File: src/rtl/sarx_pkg.sv
package sarx_pkg;

    // Engine states; the numeric codes are visible on the state output.
    typedef enum logic [1:0] {
        ST_ACQ    = 2'd0,
        ST_CNV    = 2'd1,
        ST_OFFCAL = 2'd2
    } eng_state_t;

endpackage

File: src/rtl/edge_sync.sv
module edge_sync #(
    parameter int STAGES = 2,
    parameter bit IDLE   = 1'b1
) (
    input  logic clk,
    input  logic rst_n,
    input  logic d,
    output logic lvl,
    output logic rise,
    output logic fall
);
    logic [STAGES-1:0] chain;
    logic              last;

    always_ff @(posedge clk or negedge rst_n) begin
        if (!rst_n) chain[0] <= IDLE;
        else        chain[0] <= d;
    end

    for (genvar g = 1; g < STAGES; g++) begin : g_stage
        always_ff @(posedge clk or negedge rst_n) begin
            if (!rst_n) chain[g] <= IDLE;
            else        chain[g] <= chain[g-1];
        end
    end

    always_ff @(posedge clk or negedge rst_n) begin
        if (!rst_n) last <= IDLE;
        else        last <= chain[STAGES-1];
    end

    assign lvl  = chain[STAGES-1];
    assign rise = lvl & ~last;
    assign fall = ~lvl & last;

endmodule

File: src/rtl/frame_fsm.sv
module frame_fsm
    import sarx_pkg::*;
#(
    parameter int CONV_EDGES = 18,
    parameter int CAL_BOOT   = 24,
    parameter int CAL_RUN    = 64,
    localparam int CW        = $clog2(CAL_RUN + 1)
) (
    input  logic          clk,
    input  logic          rst_n,
    input  logic          cs_lvl,
    input  logic          cs_fall,
    input  logic          cs_rise,
    input  logic          sck_fall,
    output eng_state_t    state,
    output logic          armed,
    output logic          frame_start,
    output logic          conv_done,
    output logic          short_end,
    output logic          cal_done
);
    localparam logic [CW-1:0] N_CONV = CW'(CONV_EDGES);
    localparam logic [CW-1:0] N_BOOT = CW'(CAL_BOOT);
    localparam logic [CW-1:0] N_RUN  = CW'(CAL_RUN);

    eng_state_t    state_q, state_d;
    logic [CW-1:0] edge_cnt_q, cnt_inc, thr;
    logic          boot_q, boot_frame_q;

    assign cnt_inc = (edge_cnt_q == N_RUN) ? edge_cnt_q : edge_cnt_q + 1'b1;
    assign thr     = boot_frame_q ? N_BOOT : N_RUN;

    // Next state and transition pulses.
    always_comb begin
        state_d     = state_q;
        frame_start = 1'b0;
        conv_done   = 1'b0;
        short_end   = 1'b0;
        cal_done    = 1'b0;
        unique case (state_q)
            ST_ACQ: begin
                if (cs_fall) begin
                    state_d     = ST_CNV;           // START
                    frame_start = 1'b1;
                end else if (!cs_lvl && sck_fall && cnt_inc == thr) begin
                    state_d     = ST_OFFCAL;        // CAL
                end
            end
            ST_CNV: begin
                if (cs_rise) begin
                    state_d     = ST_ACQ;           // SHORT
                    short_end   = 1'b1;
                end else if (sck_fall && cnt_inc == N_CONV) begin
                    state_d     = ST_ACQ;           // DONE
                    conv_done   = 1'b1;
                end
            end
            ST_OFFCAL: begin
                if (cs_rise) begin
                    state_d     = ST_ACQ;           // CALDONE
                    cal_done    = 1'b1;
                end
            end
            default: state_d = ST_ACQ;
        endcase
    end

    // State register.
    always_ff @(posedge clk or negedge rst_n) begin
        if (!rst_n) state_q <= ST_ACQ;
        else        state_q <= state_d;
    end

    // Frame bookkeeping: fall counter and first-frame flags.
    always_ff @(posedge clk or negedge rst_n) begin
        if (!rst_n) begin
            edge_cnt_q   <= '0;
            boot_q       <= 1'b1;
            boot_frame_q <= 1'b0;
        end else if (frame_start) begin
            edge_cnt_q   <= '0;
            boot_q       <= 1'b0;
            boot_frame_q <= boot_q;
        end else if (!cs_lvl && sck_fall) begin
            edge_cnt_q   <= cnt_inc;
        end
    end

    assign state = state_q;
    assign armed = (edge_cnt_q != '0);

    AST_IDLE_ACQ: assert property (@(posedge clk) disable iff (!rst_n)
        (cs_lvl && $past(cs_lvl)) |-> state_q == ST_ACQ);
    AST_CNV_LIMIT: assert property (@(posedge clk) disable iff (!rst_n)
        (state_q == ST_CNV) |-> edge_cnt_q < N_CONV);
    AST_CAL_THRESHOLD: assert property (@(posedge clk) disable iff (!rst_n)
        (state_q == ST_OFFCAL) |-> edge_cnt_q >= N_BOOT);

endmodule

File: src/rtl/shift_datapath.sv
module shift_datapath #(
    parameter int             DW           = 14,
    parameter logic [DW-1:0]  INVALID_CODE = '1
) (
    input  logic          clk,
    input  logic          rst_n,
    input  logic [DW-1:0] sample_in,
    input  logic          cs_lvl,
    input  logic          sck_rise,
    input  logic          armed,
    input  logic          frame_start,
    input  logic          conv_done,
    input  logic          short_end,
    input  logic          cal_done,
    output logic          sdo_bit,
    output logic [DW-1:0] offset_o
);
    localparam logic signed [DW:0] MAXV = (DW+1)'((1 << (DW-1)) - 1);
    localparam logic signed [DW:0] MINV = -MAXV - (DW+1)'(1);

    logic [DW-1:0]     held_q, offset_q, result_q, tx_q;
    logic              invalid_q;
    logic signed [DW:0] diff;
    logic [DW-1:0]     corrected;

    assign diff = $signed({held_q[DW-1], held_q}) - $signed({offset_q[DW-1], offset_q});

    always_comb begin
        if (diff > MAXV)      corrected = MAXV[DW-1:0];
        else if (diff < MINV) corrected = MINV[DW-1:0];
        else                  corrected = diff[DW-1:0];
    end

    // Serial launch path.
    always_ff @(posedge clk or negedge rst_n) begin
        if (!rst_n) begin
            held_q  <= '0;
            tx_q    <= '0;
            sdo_bit <= 1'b0;
        end else if (frame_start) begin
            held_q  <= sample_in;
            tx_q    <= invalid_q ? INVALID_CODE : result_q;
            sdo_bit <= 1'b0;
        end else if (cs_lvl) begin
            sdo_bit <= 1'b0;
        end else if (sck_rise && armed) begin
            sdo_bit <= tx_q[DW-1];
            tx_q    <= {tx_q[DW-2:0], 1'b0};
        end
    end

    // Result, validity and offset storage.
    always_ff @(posedge clk or negedge rst_n) begin
        if (!rst_n) begin
            result_q  <= '0;
            invalid_q <= 1'b0;
            offset_q  <= '0;
        end else begin
            if (conv_done) result_q <= corrected;
            if (short_end)      invalid_q <= 1'b1;
            else if (conv_done) invalid_q <= 1'b0;
            if (cal_done) offset_q <= sample_in;
        end
    end

    assign offset_o = offset_q;

    AST_LEAD_ZERO: assert property (@(posedge clk) disable iff (!rst_n)
        frame_start |=> (sdo_bit == 1'b0));
    AST_OFFSET_HOLD: assert property (@(posedge clk) disable iff (!rst_n)
        !cal_done |=> $stable(offset_q));

endmodule

File: src/rtl/sar_serial_slave.sv
module sar_serial_slave
    import sarx_pkg::*;
#(
    parameter int DW         = 14,
    parameter int SYNC_STAGES = 2,
    parameter int CONV_EDGES = 18,
    parameter int CAL_BOOT   = 24,
    parameter int CAL_RUN    = 64
) (
    input  logic          clk,
    input  logic          rst_n,
    input  logic          cs_n,
    input  logic          sclk,
    input  logic [DW-1:0] sample_in,
    output logic          sdo,
    output logic          sdo_oe,
    output logic [1:0]    state_o,
    output logic [DW-1:0] offset_o
);
    logic       cs_lvl, cs_rise, cs_fall;
    logic       sck_lvl, sck_rise, sck_fall;
    logic       armed, frame_start, conv_done, short_end, cal_done, sdo_bit;
    eng_state_t state;

    edge_sync #(.STAGES(SYNC_STAGES), .IDLE(1'b1)) u_cs_sync (
        .clk(clk), .rst_n(rst_n), .d(cs_n),
        .lvl(cs_lvl), .rise(cs_rise), .fall(cs_fall));

    edge_sync #(.STAGES(SYNC_STAGES), .IDLE(1'b1)) u_sck_sync (
        .clk(clk), .rst_n(rst_n), .d(sclk),
        .lvl(sck_lvl), .rise(sck_rise), .fall(sck_fall));

    frame_fsm #(.CONV_EDGES(CONV_EDGES), .CAL_BOOT(CAL_BOOT), .CAL_RUN(CAL_RUN)) u_fsm (
        .clk(clk), .rst_n(rst_n),
        .cs_lvl(cs_lvl), .cs_fall(cs_fall), .cs_rise(cs_rise), .sck_fall(sck_fall),
        .state(state), .armed(armed), .frame_start(frame_start),
        .conv_done(conv_done), .short_end(short_end), .cal_done(cal_done));

    shift_datapath #(.DW(DW)) u_dp (
        .clk(clk), .rst_n(rst_n), .sample_in(sample_in),
        .cs_lvl(cs_lvl), .sck_rise(sck_rise), .armed(armed),
        .frame_start(frame_start), .conv_done(conv_done),
        .short_end(short_end), .cal_done(cal_done),
        .sdo_bit(sdo_bit), .offset_o(offset_o));

    assign sdo_oe  = ~cs_lvl;
    assign sdo     = sdo_oe & sdo_bit;
    assign state_o = state;

    AST_LAUNCH_ON_RISE: assert property (@(posedge clk) disable iff (!rst_n)
        (!sck_lvl && !cs_lvl) |=> (cs_lvl || $stable(sdo_bit)));

endmodule

File: config.mk
export PLATFORM = sky130hd
export DESIGN_NAME = sar_serial_slave
export DESIGN_NICKNAME = d
export VERILOG_FILES = /design/src/rtl/sarx_pkg.sv /design/src/rtl/edge_sync.sv /design/src/rtl/frame_fsm.sv /design/src/rtl/shift_datapath.sv /design/src/rtl/sar_serial_slave.sv
export SDC_FILE = /design/constraint.sdc
export NUM_CORES = 1
export LEC_CHECK = 0
export BUFFER_PORTS_ARGS = -buffer_cell sky130_fd_sc_hd__buf_2
export CORE_MARGIN = 3
export CORE_UTILIZATION = 60
export CTS_CLUSTER_DIAMETER = 80
export DETAILED_ROUTE_END_ITERATION = 16
export GPL_ROUTABILITY_DRIVEN = 0
export PLACE_DENSITY = 0.8
export SYNTH_ARGS = -nofsm -noshare
export SYNTH_HDL_FRONTEND = slang
export SYNTH_SLANG_ARGS = --single-unit
export TNS_END_PERCENT = 50
File: constraint.sdc
create_clock -name clk -period 3.9 [get_ports clk]
set_clock_uncertainty 0.2 [all_clocks]
set_input_delay 0.195 -clock clk [delete_from_list [all_inputs] [get_ports clk]]
set_output_delay 0.195 -clock clk [all_outputs]
set_load 0.01 [all_outputs]
# Yosys cells after proc, flatten, opt, wreduce, memory -nomap -nowiden

Index checks and enable logic that the tools add are counted.

Flip-flop bits (word level): 75
Input port bits: 18
Logic and storage cells: 80
Output and inout port bits: 18

Multiplexer cells: 29
Bitwise logic cells: 9
Order comparisons: 2
Reduce and logical (&&, ||, !) cells: 13
Equal/unequal tests: 9
Add/subtract/negate cells: 2

Operators by type and width:

| cell                   | count |
|---|---|
| $mux W14               | 6 |
| $mux W7                | 4 |
| $gt A15 B14 Y1 const B | 1 |
| $lt A15 B14 Y1 const B | 1 |
| $sub A14 B14 Y15       | 1 |
| $mux W1                | 13 |
| $mux W2                | 5 |
| $add A7 B1 Y7 const B  | 1 |
| $eq A7 B5 Y1 const B   | 1 |
| $eq A7 B7 Y1           | 1 |
| $eq A7 B7 Y1 const B   | 1 |
| $reduce_bool A7 Y1     | 1 |
| $ne A3 B2 Y1 const B   | 2 |
| $pmux W2 S3            | 1 |
| $reduce_bool A2 Y1     | 3 |
| $and A1 B1 Y1          | 5 |
| $logic_and A1 B1 Y1    | 4 |
| $ne A2 B2 Y1 const B   | 2 |
| $not A1 Y1             | 4 |
| $reduce_and A3 Y1      | 1 |
| $reduce_bool A3 Y1     | 1 |
| $eq A2 B1 Y1 const B   | 1 |
| $eq A2 B2 Y1 const B   | 1 |
| $logic_not A2 Y1       | 1 |
| other kinds (2)        | 2 |

# Depth between registers and ports, before layout

Gate-level depths: netlist of run 1.

Word-level depth: 9
Depth in mapped cells: 10
Mapped depth without buffers: 9

# By module

From an unflattened synthesis of run 1, not the netlist that was laid out.

Cells, all modules: 410
Area, all modules: 4085.2 um^2

Modules (own cells, without submodules):

| module           | sequential area each (um^2) | cells each | instances | area each (um^2) |
|---|---|---|---|---|
| shift_datapath   | 1451.4                      | 308        | 1         | 3044.2 |
| frame_fsm        | 276.5                       | 90         | 1         | 843.3 |
| edge_sync        | 78.8                        | 5          | 2         | 93.8 |
| sar_serial_slave | 0.0                         | 2          | 1         | 10.0 |

# Worst setup path before layout of run 1

Ideal clock, no wire load.

Path kind: flip-flop to flip-flop
From: reg u_dp.offset_q[0] (netlist: u_dp.offset_o[0])
To: reg u_dp.result_q[11]
Arrival: 2.193 ns
Setup time: 0.077 ns
Setup slack: 1.431 ns
Period minus slack after synthesis: 2.469 ns
Cell stages (with the launch flop): 10
Cells stage by stage: dfrtp_1 -> ha_1 -> fa_1 -> nor2b_1 -> o2111a_1 -> o2111ai_1 -> a31oi_1 -> buf_4 -> a31oi_1 -> o21ai_1

Cells in the longest elaborated chain, start to end: 4

Ends and longest elaborated chain:

| what                     | RTL line             | text |
|---|---|---|
| start: declaration       | shift_datapath.sv:21 | `logic [DW-1:0] held_q, offset_q, result_q, tx_q;` |
| start signal: assignment | shift_datapath.sv:62 | `if (cal_done) offset_q <= sample_in;` |
| $sub A14 B14 Y15 (*)     | shift_datapath.sv:26 | `assign diff = $signed({held_q[DW-1], held_q}) - $signed({offset_q[DW-1], offset_q});` |
| $lt A15 B14 Y1           | shift_datapath.sv:30 | `else if (diff < MINV) corrected = MINV[DW-1:0];` |
| $mux W14                 | shift_datapath.sv:30 |  |
| $mux W14 (*)             | shift_datapath.sv:29 | `if (diff > MAXV) corrected = MAXV[DW-1:0];` |
| end signal: assignment   | shift_datapath.sv:59 | `if (conv_done) result_q <= corrected;` |
| end: declaration         | shift_datapath.sv:21 |  |

Mark *: on every way between the ends. The rest lies on a longest branch, timed or not.
A chain may end at the register's enable or synchronous reset.

# Worst setup path in the final report of run 1

From: reg u_dp.offset_q[0] (netlist: u_dp.offset_o[0])
To: reg u_dp.result_q[12]

Same word-level chain as after synthesis.

==> results of run 1 <==
==> cells by family (layout without fill, tap and decap cells) <==
family                     after synthesis  count (layout)  synth area share [%]
and+or+nand+nor                        180             180                  20.6
muxes                                    4               4                  1.00
adders and majority gates               18              18                  5.65
xor gates and xnor gates                14              14                  2.98
buffers and inverters                   48              99                  4.98
AOI/OAI and AO/OA                      126             126                  19.0
DFF                                     75              75                  45.8
==> sequential cells by signal, indices dropped and copies added (netlist names) <==
name                cells
u_cs_sync.chain         1
u_cs_sync.last          1
u_cs_sync.lvl           1
u_dp.held_q            14
u_dp.invalid_q          1
u_dp.offset_o          14
u_dp.result_q          14
u_dp.sdo_bit            1
u_dp.tx_q              14
u_fsm.boot_frame_q      1
u_fsm.boot_q            1
u_fsm.edge_cnt_q        7
u_fsm.state             2
u_sck_sync.chain        1
u_sck_sync.last         1
u_sck_sync.lvl          1
==> worst register-to-register path: stages (launching register included) <==
cell and delay [ps]:
dfrtp_1 410, ha_1 230, fa_1 410, nor2b_1 200, o21bai_1 160, a2111oi_0 550, o21ai_0 180, a32oi_1 190
o21ai_1 70
==> layer usage <==
layer,track usage (%),up-vias,share of wire [%]
li1,-,1695,-
met1,34.2,1602,47
met2,40.4,68,48
met3,4.93,9,3.5
met4,7.69,0,1.1
met5,0,-,0
==> how the worst max path moves through the flow <==
stage / from / endpoint / slack [ps]
global route: u_dp.offset_o[10] / u_dp.result_q[3] / 920
detailed placement: u_dp.offset_o[0] / u_dp.result_q[12] / 1250
floorplan: u_dp.offset_o[0] / u_dp.result_q[11] / 1430
finish: u_dp.offset_o[0] / u_dp.result_q[12] / 1160
global placement: u_dp.offset_o[0] / u_dp.result_q[12] / 1280
CTS: u_dp.offset_o[0] / u_dp.result_q[12] / 1210
==> cells in the mapped netlist (all sizes together), types with 4 or more instances <==
library cell and n:
nand4 5, or3 18, nand2b 4, clkbuf 12, a31oi 11, o21ai 67
nor3b 4, inv 27, a32oi 4, a21oi 17, nor3 6, o21a 6
dfstp 7, nor2b 6, nand3 8, buf 9, xnor2 12, dfrtp 68
nor2 27, ha 17, nand2 92
==> per-stage QoR <==
stage	worst slack [ps]	hold WS (ps)
final	1160	161
after global routing	917	167
after CTS	1210	162
after detailed placement	1250	102
after global placement	1280	99.9
after floorplan	1430	-301
==> area by class of cell <==
| cell class | instances | area (sq um) |
|---|---|---|
| Multi-Input combinational cell | 342 | 2030 |
| Timing Repair Buffer | 56 | 378 |
| Clock buffer | 10 | 138 |
| Clock inverter | 6 | 111 |
| Inverter | 27 | 101 |
| Tap cell | 77 | 96.3 |
| Sequential cell | 75 | 1890 |
| Fill cell | 469 | 1760 |
==> power groups by stage <==
stage | clock network (W) | logic [W] | registers [W]
final | 0.000742 | 0.000460 | 0.000966
after global routing | 0.000788 | 0.000534 | 0.000980
after CTS | 0.000747 | 0.000461 | 0.000965
after detailed placement | 0 | 0.000441 | 0.000978
after global placement | 0 | 0.000428 | 0.000973
after floorplan | 0 | 0.000348 | 0.000957
==> impl_metrics.json, run 1 <==
{
  "routed_wl_mm": 9.04,
  "clk_pin_slew_ps": 80,
  "cp.depth": 8,
  "vdd_drop_max_mv": 0.298,
  "cp_top_family": "compound AO/OA/AOI/OAI gates",
  "yosys_warnings": 0,
  "tightest_slew_ps": 907,
  "numClockSinks": 75,
  "yosys.area.top_type": "dfrtp_1",
  "rr_worst_depth": 8,
  "pwr-share-clk_pct": 34.2,
  "syn_nets": 501,
  "path_cells": "ha_1 -> fa_1 -> nor2b_1 -> o21bai_1 -> a2111oi_0 -> o21ai_0 -> a32oi_1 -> o21ai_1",
  "cts_tree": "yes",
  "mostFrequentLayoutCells": "nand2_1 (92), dfrtp_1 (68), o21ai_0 (44)",
  "first_global_vias": 3236,
  "maxSlewViolCount": 0,
  "numPortBuffers": 35,
  "root_buffer": "clkbuf_8",
  "rrSetupSlack_ps": 1160,
  "ys_ff_latch": 75,
  "row_count": 29,
  "crit_arrival_ps": 2760,
  "place_inst": 560,
  "io_pins": 36,
  "hold_end": "u_cs_sync.lvl",
  "seqPwrFrac_pct": 44.6,
  "r2r-end": "u_dp.result_q[12]",
  "die_area_sq_mm": 0.00789,
  "routedWlPerCell_um": 15.2,
  "track_usage_pct": 25.0,
  "synth_ff_type": "dfrtp_1",
  "nets": 547,
  "power.density_mw_per_mm2": 458,
  "swShare_pct": 29.5,
  "die_y_um": 88.8,
  "final_common_cell": "nand2_1",
  "syn_inst": 465,
  "synth_top_area_share_pct": 41.3,
  "syn_area_per_cell_sq_um": 8.86,
  "drive_gt1_share_pct": 14.3,
  "fin_crit_ps": 2740,
  "p_comb_share_pct": 21.2,
  "cts_inserted_buffers": 9,
  "worstHoldStart": "u_cs_sync.chain[0]",
  "die_w_um": 88.8,
  "design_area_sq_mm": 0.00474,
  "drt-initial-drc-count": 157,
  "diodes": 0,
  "clock_latency_ps": 350,
  "rsz0062_at_grt": "false",
  "ant_nets": 0,
  "slowest_stage": "a2111oi_0",
  "cpPeakStageDelay_ps": 550,
  "vias_per_cell": 5.69,
  "placed_area_sq_mm": 0.00432,
  "switchingPower_w": 0.000640,
  "synth-edff-count": 0,
  "p_leak_nw": 2.20,
  "drc_errors": 0,
  "path_max_fanout": 3,
  "start_util_pct": 63.4,
  "antenna_found_initial": 0,
  "hp-class": "reg2reg",
  "cp_data_required_time_ps": 3920,
  "drv_cap": 0,
  "status": "finished clean",
  "setup_tns_ps": 0,
  "core_sq_mm": 0.00649,
  "dpl.hpwl_mm": 6.07,
  "startpoint_type": "flop",
  "cts_max_level": 3,
  "setup_viol": 0,
  "fmax_ghz": 0.366,
  "p_int_w": 0.00153,
  "worstSetupEndpointType": "flop",
  "instances_no_fill": 593,
  "max_slew_margin_pct": 39.6,
  "whs_path_depth": 0,
  "clk_path_buf_depth": 2,
  "grt_overflow": 0,
  "finalHoldViolations": 0,
  "path_class": "reg2reg",
  "num_vias": 3374,
  "drt_first_pass_iters": 4,
  "path_buf_inv": 0,
  "finalPower_w": 0.00217,
  "fin_util_pct": 72.9,
  "area_delta_synth_final_pct": 15.0,
  "grt_max_degree": 76,
  "synth.cell_area_sq_mm": 0.00412,
  "synth_seq_area_share_pct": 45.8,
  "cts_setup_buffers": 0,
  "synth_area_leaders": "dfrtp_1 (41%), nand2_1 (8.4%), o21ai_0 (5.3%), ha_1 (5.2%), dfstp_2 (4.5%)",
  "grt_pass1_wl_mm": 15.2,
  "cts_resized": 0,
  "layout_worst_path_cycle_share_pct": 70.2,
  "r2r-start": "u_dp.offset_o[0]",
  "postCtsHoldBufs": 17,
  "synthArstFlopShare_pct": 100,
  "ys_types": 55
}
Note: power is estimated with default switching activity, not from simulation.
==> inputs of run 2 (changes only) <==
--- a/config.mk
+++ b/config.mk
@@ -7,11 +7,11 @@
 export LEC_CHECK = 0
 export BUFFER_PORTS_ARGS = -buffer_cell sky130_fd_sc_hd__buf_2
 export CORE_MARGIN = 3
-export CORE_UTILIZATION = 60
+export CORE_UTILIZATION = 54
 export CTS_CLUSTER_DIAMETER = 80
 export DETAILED_ROUTE_END_ITERATION = 16
 export GPL_ROUTABILITY_DRIVEN = 0
-export PLACE_DENSITY = 0.8
+export PLACE_DENSITY = 0.76
 export SYNTH_ARGS = -nofsm -noshare
 export SYNTH_HDL_FRONTEND = slang
 export SYNTH_SLANG_ARGS = --single-unit
==> constraint.sdc (replaced) <==
create_clock -name clk -period 2.45 [get_ports clk]
set_clock_uncertainty 0.2 [all_clocks]
set_input_delay 0.1225 -clock clk [delete_from_list [all_inputs] [get_ports clk]]
set_output_delay 0.1225 -clock clk [all_outputs]
set_load 0.01 [all_outputs]
==> run 2 against run 1 <==
Net effect:
- the flow now finishes with violations (setup timing)
- clock power is 33% higher
- maximum frequency rose by 9.8%
- sequential share of layout area down 3.0 points
- sequential cell count did not move
- first-iteration DRC count rose by 61%
- largest cell class unchanged
- clock-buffer cell count is 2 higher
- setup slack got worse by 1200 ps
==> impl_metrics.json, run 2 (synthesized netlist as in run 1, its figures left out) <==
{
  "drc_errors": 0,
  "numPortBuffers": 35,
  "tightest_slew_ps": 921,
  "layout_worst_path_cycle_share_pct": 102,
  "die_y_um": 93.3,
  "core_sq_mm": 0.00733,
  "r2r-end": "u_dp.result_q[8]",
  "nets": 576,
  "setup_viol": 12,
  "vdd_drop_max_mv": 0.432,
  "die_area_sq_mm": 0.00871,
  "num_vias": 3629,
  "diodes": 0,
  "rrSetupSlack_ps": -40,
  "grt_pass1_wl_mm": 16.0,
  "clk_path_buf_depth": 2,
  "finalHoldViolations": 0,
  "drive_gt1_share_pct": 22.9,
  "startpoint_type": "flop",
  "grt_max_degree": 76,
  "crit_arrival_ps": 2530,
  "status": "finished with violations",
  "io_pins": 36,
  "nFillCells": 515,
  "final_common_cell": "nand2_1",
  "swShare_pct": 31.6,
  "clock_latency_ps": 350,
  "path_class": "reg2reg",
  "vias_per_cell": 5.64,
  "pwr-share-clk_pct": 28.5,
  "row_count": 31,
  "first_global_vias": 3412,
  "p_int_w": 0.00236,
  "violations": "setup timing",
  "switchingPower_w": 0.00109,
  "cp_data_required_time_ps": 2490,
  "numClockSinks": 75,
  "maxSlewViolCount": 0,
  "die_w_um": 93.3,
  "r2r-start": "u_dp.held_q[4]",
  "whs_ps": 158,
  "dpl.hpwl_mm": 6.49,
  "hp-class": "reg2reg",
  "p_leak_nw": 2.32,
  "mostFrequentLayoutCells": "nand2_1 (92), dfrtp_1 (68), o21ai_0 (42)",
  "seqPwrFrac_pct": 44.7,
  "fin_crit_ps": 2490,
  "crit_start": "u_dp.held_q[4]",
  "rsz0062_at_grt": "true",
  "area_delta_synth_final_pct": 24.4,
  "fin_util_pct": 69.9,
  "cts_max_level": 3,
  "cts_tree": "yes",
  "drt_first_pass_iters": 5,
  "crit_path_end": "u_dp.result_q[8]",
  "antenna_found_initial": 0,
  "max_slew_margin_pct": 38.6,
  "fmax_ghz": 0.401,
  "finalPower_w": 0.00345,
  "ant_nets": 0,
  "path_max_fanout": 13,
  "dp_slack_ps": -156,
  "grt_overflow": 0,
  "p_comb_share_pct": 26.8,
  "cts_inserted_buffers": 9,
  "fin_ws_ps": -41.1,
  "drt-initial-drc-count": 252,
  "worstSetupEndpointType": "flop",
  "start_util_pct": 56.2,
  "track_usage_pct": 22.9,
  "routedWlPerCell_um": 15.4,
  "power.density_mw_per_mm2": 674,
  "routed_wl_mm": 9.95,
  "root_buffer": "clkbuf_8",
  "drv_cap": 0,
  "rr_worst_depth": 9,
  "clk_pin_slew_ps": 80
}
[run 2: cell count changes in the layout (fill, tap and decap cells not counted), sizes merged]
cell,change
inv,-1
bufinv,-2
buf,+27
clkbuf,+2
clkinvlp,-1
or3b,+1
clkinv,+2
o2111ai,+1
[run 2: critical path, cell delays in order, from the launching register on]
cell and delay, ps:
dfrtp_1 410, ha_4 260, a211oi_2 280, buf_4 180, o21bai_4 80, nor3_4 350, a211oi_4 120, buf_12 170
a32oi_1 250, o21ai_2 80
[run 2: metrics by stage]
stage | TNS (ps) | cell area (sq um) | cells
6_report | -185 | 5120 | 644
2_1_floorplan | 0 | 4120 | 465
3_5_place_dp | -1740 | 4470 | 598
5_1_grt | -1710 | 5120 | 644
3_3_place_gp | -775 | 4470 | 598
4_1_cts | 0 | 4950 | 636
[run 2: worst min-delay path by stage]
stage / slack [ps] / startpoint / endpoint / depth (start not counted)
CTS: 160 / u_sck_sync.lvl / u_sck_sync.last / 0
detailed placement: 30 / cs_n / u_cs_sync.chain[0] / 1
floorplan: -370 / rst_n / u_dp.held_q[0] / 0
global route: 160 / u_cs_sync.chain[0] / u_cs_sync.lvl / 0
global placement: 30 / cs_n / u_cs_sync.chain[0] / 1
finish: 160 / u_cs_sync.chain[0] / u_cs_sync.lvl / 0
[run 2: layer usage]
metal	vias to the layer above	routed length, um	global-route usage [%]
li1	1768	-	-
met1	1735	4680	32.1
met2	102	4700	36.9
met3	24	372	3.46
met4	0	197	7.08
met5	-	0	0
[run 2: cell type report]
type                       count  area (sq um)  area share (%)
clock buffer                  12           155            3.03
clock inverter                 4          48.8           0.953
inverter                      27           101            1.98
multi-input combinational    344          2210            43.2
sequential                    75          1890            36.8
tap                           99           124            2.42
timing repair buffer          83           597            11.7
[run 2: timing repair]
action / in CTS / in global routing
hold buffers: 17 / 0
hold endpoints to repair: 98 / 0
gates resized for setup: 11 / 22
cloned: 1 / 1
buffers inserted: 4 / 7
endpoints found under the setup margin: 13 / 14
pin swaps: 5 / 25
[run 2: power by group through the flow]
| stage | Sequential (W) | Combinational (W) | Clock (W) |
|---|---|---|---|
| 3_3_place_gp | 0.00155 | 0.000739 | 0 |
| 5_1_grt | 0.00156 | 0.00103 | 0.00106 |
| 4_1_cts | 0.00154 | 0.000839 | 0.00100 |
| 2_1_floorplan | 0.00152 | 0.000556 | 0 |
| 6_report | 0.00154 | 0.000926 | 0.000984 |
| 3_5_place_dp | 0.00156 | 0.000765 | 0 |
==> inputs of run 3 (changes only) <==
--- a/config.mk
+++ b/config.mk
@@ -6,12 +6,14 @@
 export NUM_CORES = 1
 export LEC_CHECK = 0
 export BUFFER_PORTS_ARGS = -buffer_cell sky130_fd_sc_hd__buf_2
+export CELL_PAD_IN_SITES_DETAIL_PLACEMENT = 1
+export CELL_PAD_IN_SITES_GLOBAL_PLACEMENT = 1
 export CORE_MARGIN = 3
-export CORE_UTILIZATION = 54
+export CORE_UTILIZATION = 41
 export CTS_CLUSTER_DIAMETER = 80
 export DETAILED_ROUTE_END_ITERATION = 16
 export GPL_ROUTABILITY_DRIVEN = 0
-export PLACE_DENSITY = 0.76
+export PLACE_DENSITY_LB_ADDON = 0.1
 export SYNTH_ARGS = -nofsm -noshare
 export SYNTH_HDL_FRONTEND = slang
 export SYNTH_SLANG_ARGS = --single-unit
==> run 3 against run 2 <==
Net effect:
- the flow still finishes with violations (setup timing)
- hold slack improved by 1.4 ps
- critical path type unchanged
- highest routed layer unchanged
- clock-buffer cell count is 1 lower
- combinational power is 10% higher
- via count barely moved
==> impl_metrics.json, run 3 (synthesized netlist as in run 1, its figures left out) <==
{
  "final_common_cell": "nand2_1",
  "crit_arrival_ps": 2560,
  "fin_crit_ps": 2470,
  "routedWlPerCell_um": 17.5,
  "routed_wl_mm": 12.0,
  "seqPwrFrac_pct": 40.6,
  "status": "finished with violations",
  "startpoint_type": "flop",
  "dp_slack_ps": -222,
  "whs_ps": 159,
  "drive_gt1_share_pct": 26.4,
  "nets": 584,
  "p_leak_nw": 2.40,
  "die_y_um": 106,
  "finalHoldViolations": 0,
  "design_area_sq_mm": 0.00534,
  "violations": "setup timing",
  "numPortBuffers": 35,
  "clock_latency_ps": 360,
  "vdd_drop_max_mv": 0.383,
  "hp-class": "reg2reg",
  "rrSetupSlack_ps": -20,
  "nFillCells": 1106,
  "cts_max_level": 3,
  "r2r-start": "u_dp.offset_o[0]",
  "worstSetupEndpointType": "flop",
  "diodes": 0,
  "p_int_w": 0.00262,
  "rr_worst_depth": 9,
  "cp_data_required_time_ps": 2540,
  "switchingPower_w": 0.00119,
  "maxSlewViolCount": 0,
  "drt_first_pass_iters": 4,
  "fin_util_pct": 56.2,
  "crit_start": "u_dp.offset_o[0]",
  "drv_cap": 0,
  "grt_max_degree": 76,
  "path_class": "reg2reg",
  "path_max_fanout": 8,
  "pwr-share-clk_pct": 32.6,
  "antenna_found_initial": 0,
  "io_pins": 36,
  "crit_path_end": "u_dp.result_q[0]",
  "vias_per_cell": 5.32,
  "fin_ws_ps": -21.0,
  "mostFrequentLayoutCells": "nand2_1 (91), dfrtp_1 (68), o21ai_0 (40)",
  "cts_inserted_buffers": 9,
  "placed_area_sq_mm": 0.00455,
  "tightest_slew_ps": 960,
  "drc_errors": 0,
  "die_w_um": 106,
  "grt_pass1_wl_mm": 19.0,
  "track_usage_pct": 20.9,
  "start_util_pct": 43.3,
  "rsz0062_at_grt": "true",
  "numClockSinks": 75,
  "setup_viol": 1,
  "first_global_vias": 3811,
  "area_delta_synth_final_pct": 29.8,
  "grt_overflow": 0,
  "r2r-end": "u_dp.result_q[0]",
  "drt-initial-drc-count": 128,
  "root_buffer": "clkbuf_8",
  "fmax_ghz": 0.405,
  "num_vias": 3626,
  "p_comb_share_pct": 26.8,
  "finalPower_w": 0.00382,
  "clk_pin_slew_ps": 80,
  "ant_nets": 0,
  "die_area_sq_mm": 0.0113,
  "dpl.hpwl_mm": 7.85,
  "power.density_mw_per_mm2": 714,
  "layout_worst_path_cycle_share_pct": 101,
  "swShare_pct": 31.3,
  "core_sq_mm": 0.00950,
  "row_count": 35,
  "max_slew_margin_pct": 36.0,
  "cts_tree": "yes",
  "clk_path_buf_depth": 2
}
-- run 3: worst max-delay path, cell delays in order (launching register included) --
cell and delay [ps]:
dfrtp_1 420, ha_4 180, fa_2 360, nor2b_4 140, o2111a_1 240, o2111ai_2 160
a31oi_2 250, buf_6 190, a31oi_2 110, o21ai_2 150
-- run 3: timing repair --
item                       4_1_cts  5_1_grt
resized for setup               17       38
hold endpoints to repair        98        0
cloned                           0        2
hold buffers                    17        0
pin swaps                       12       19
buffers inserted                 8        6
setup endpoints to repair       13       14
-- run 3: layer usage --
metal	GRT usage [%]	vias up	wire, um
met5	0	-	0
met4	7.40	0	218
met3	4.19	20	278
met2	34.9	48	5930
met1	26.9	1788	5540
li1	-	1770	-
-- run 3: stage by stage --
stage	cells	setup TNS (ps)
after floorplan	465	0
after global placement	633	-655
after detailed placement	633	-1860
after CTS	674	-19.7
after global routing	682	-957
final	682	-21.0
-- run 3: worst min path at each step --
stage | from | slack (ps) | endpoint | cells after the start
floorplan | rst_n | -370 | u_dp.held_q[0] | 0
global placement | cs_n | 30 | u_cs_sync.chain[0] | 1
detailed placement | cs_n | 30 | u_cs_sync.chain[0] | 1
CTS | u_sck_sync.chain[0] | 160 | u_sck_sync.lvl | 0
global route | u_sck_sync.chain[0] | 170 | u_sck_sync.lvl | 0
finish | u_sck_sync.chain[0] | 160 | u_sck_sync.lvl | 0
-- run 3: final cells by class --
class                      count  area (sq um)  share of cell area [%]
tap                          129           161                    3.02
clock buffer                  11           151                    2.83
inverter                      27           101                    1.90
clock inverter                 5           108                    2.01
sequential                    75          1890                    35.3
multi-input combinational    343          2270                    42.5
timing repair buffer          92           663                    12.4
-- run 3: power groups by stage --
stage	Combinational, W	Clock (W)	Sequential (W)
4_1_cts	0.000910	0.00127	0.00154
3_5_place_dp	0.000809	0	0.00156
2_1_floorplan	0.000556	0	0.00152
6_report	0.00102	0.00124	0.00155
5_1_grt	0.00114	0.00131	0.00158
3_3_place_gp	0.000780	0	0.00155
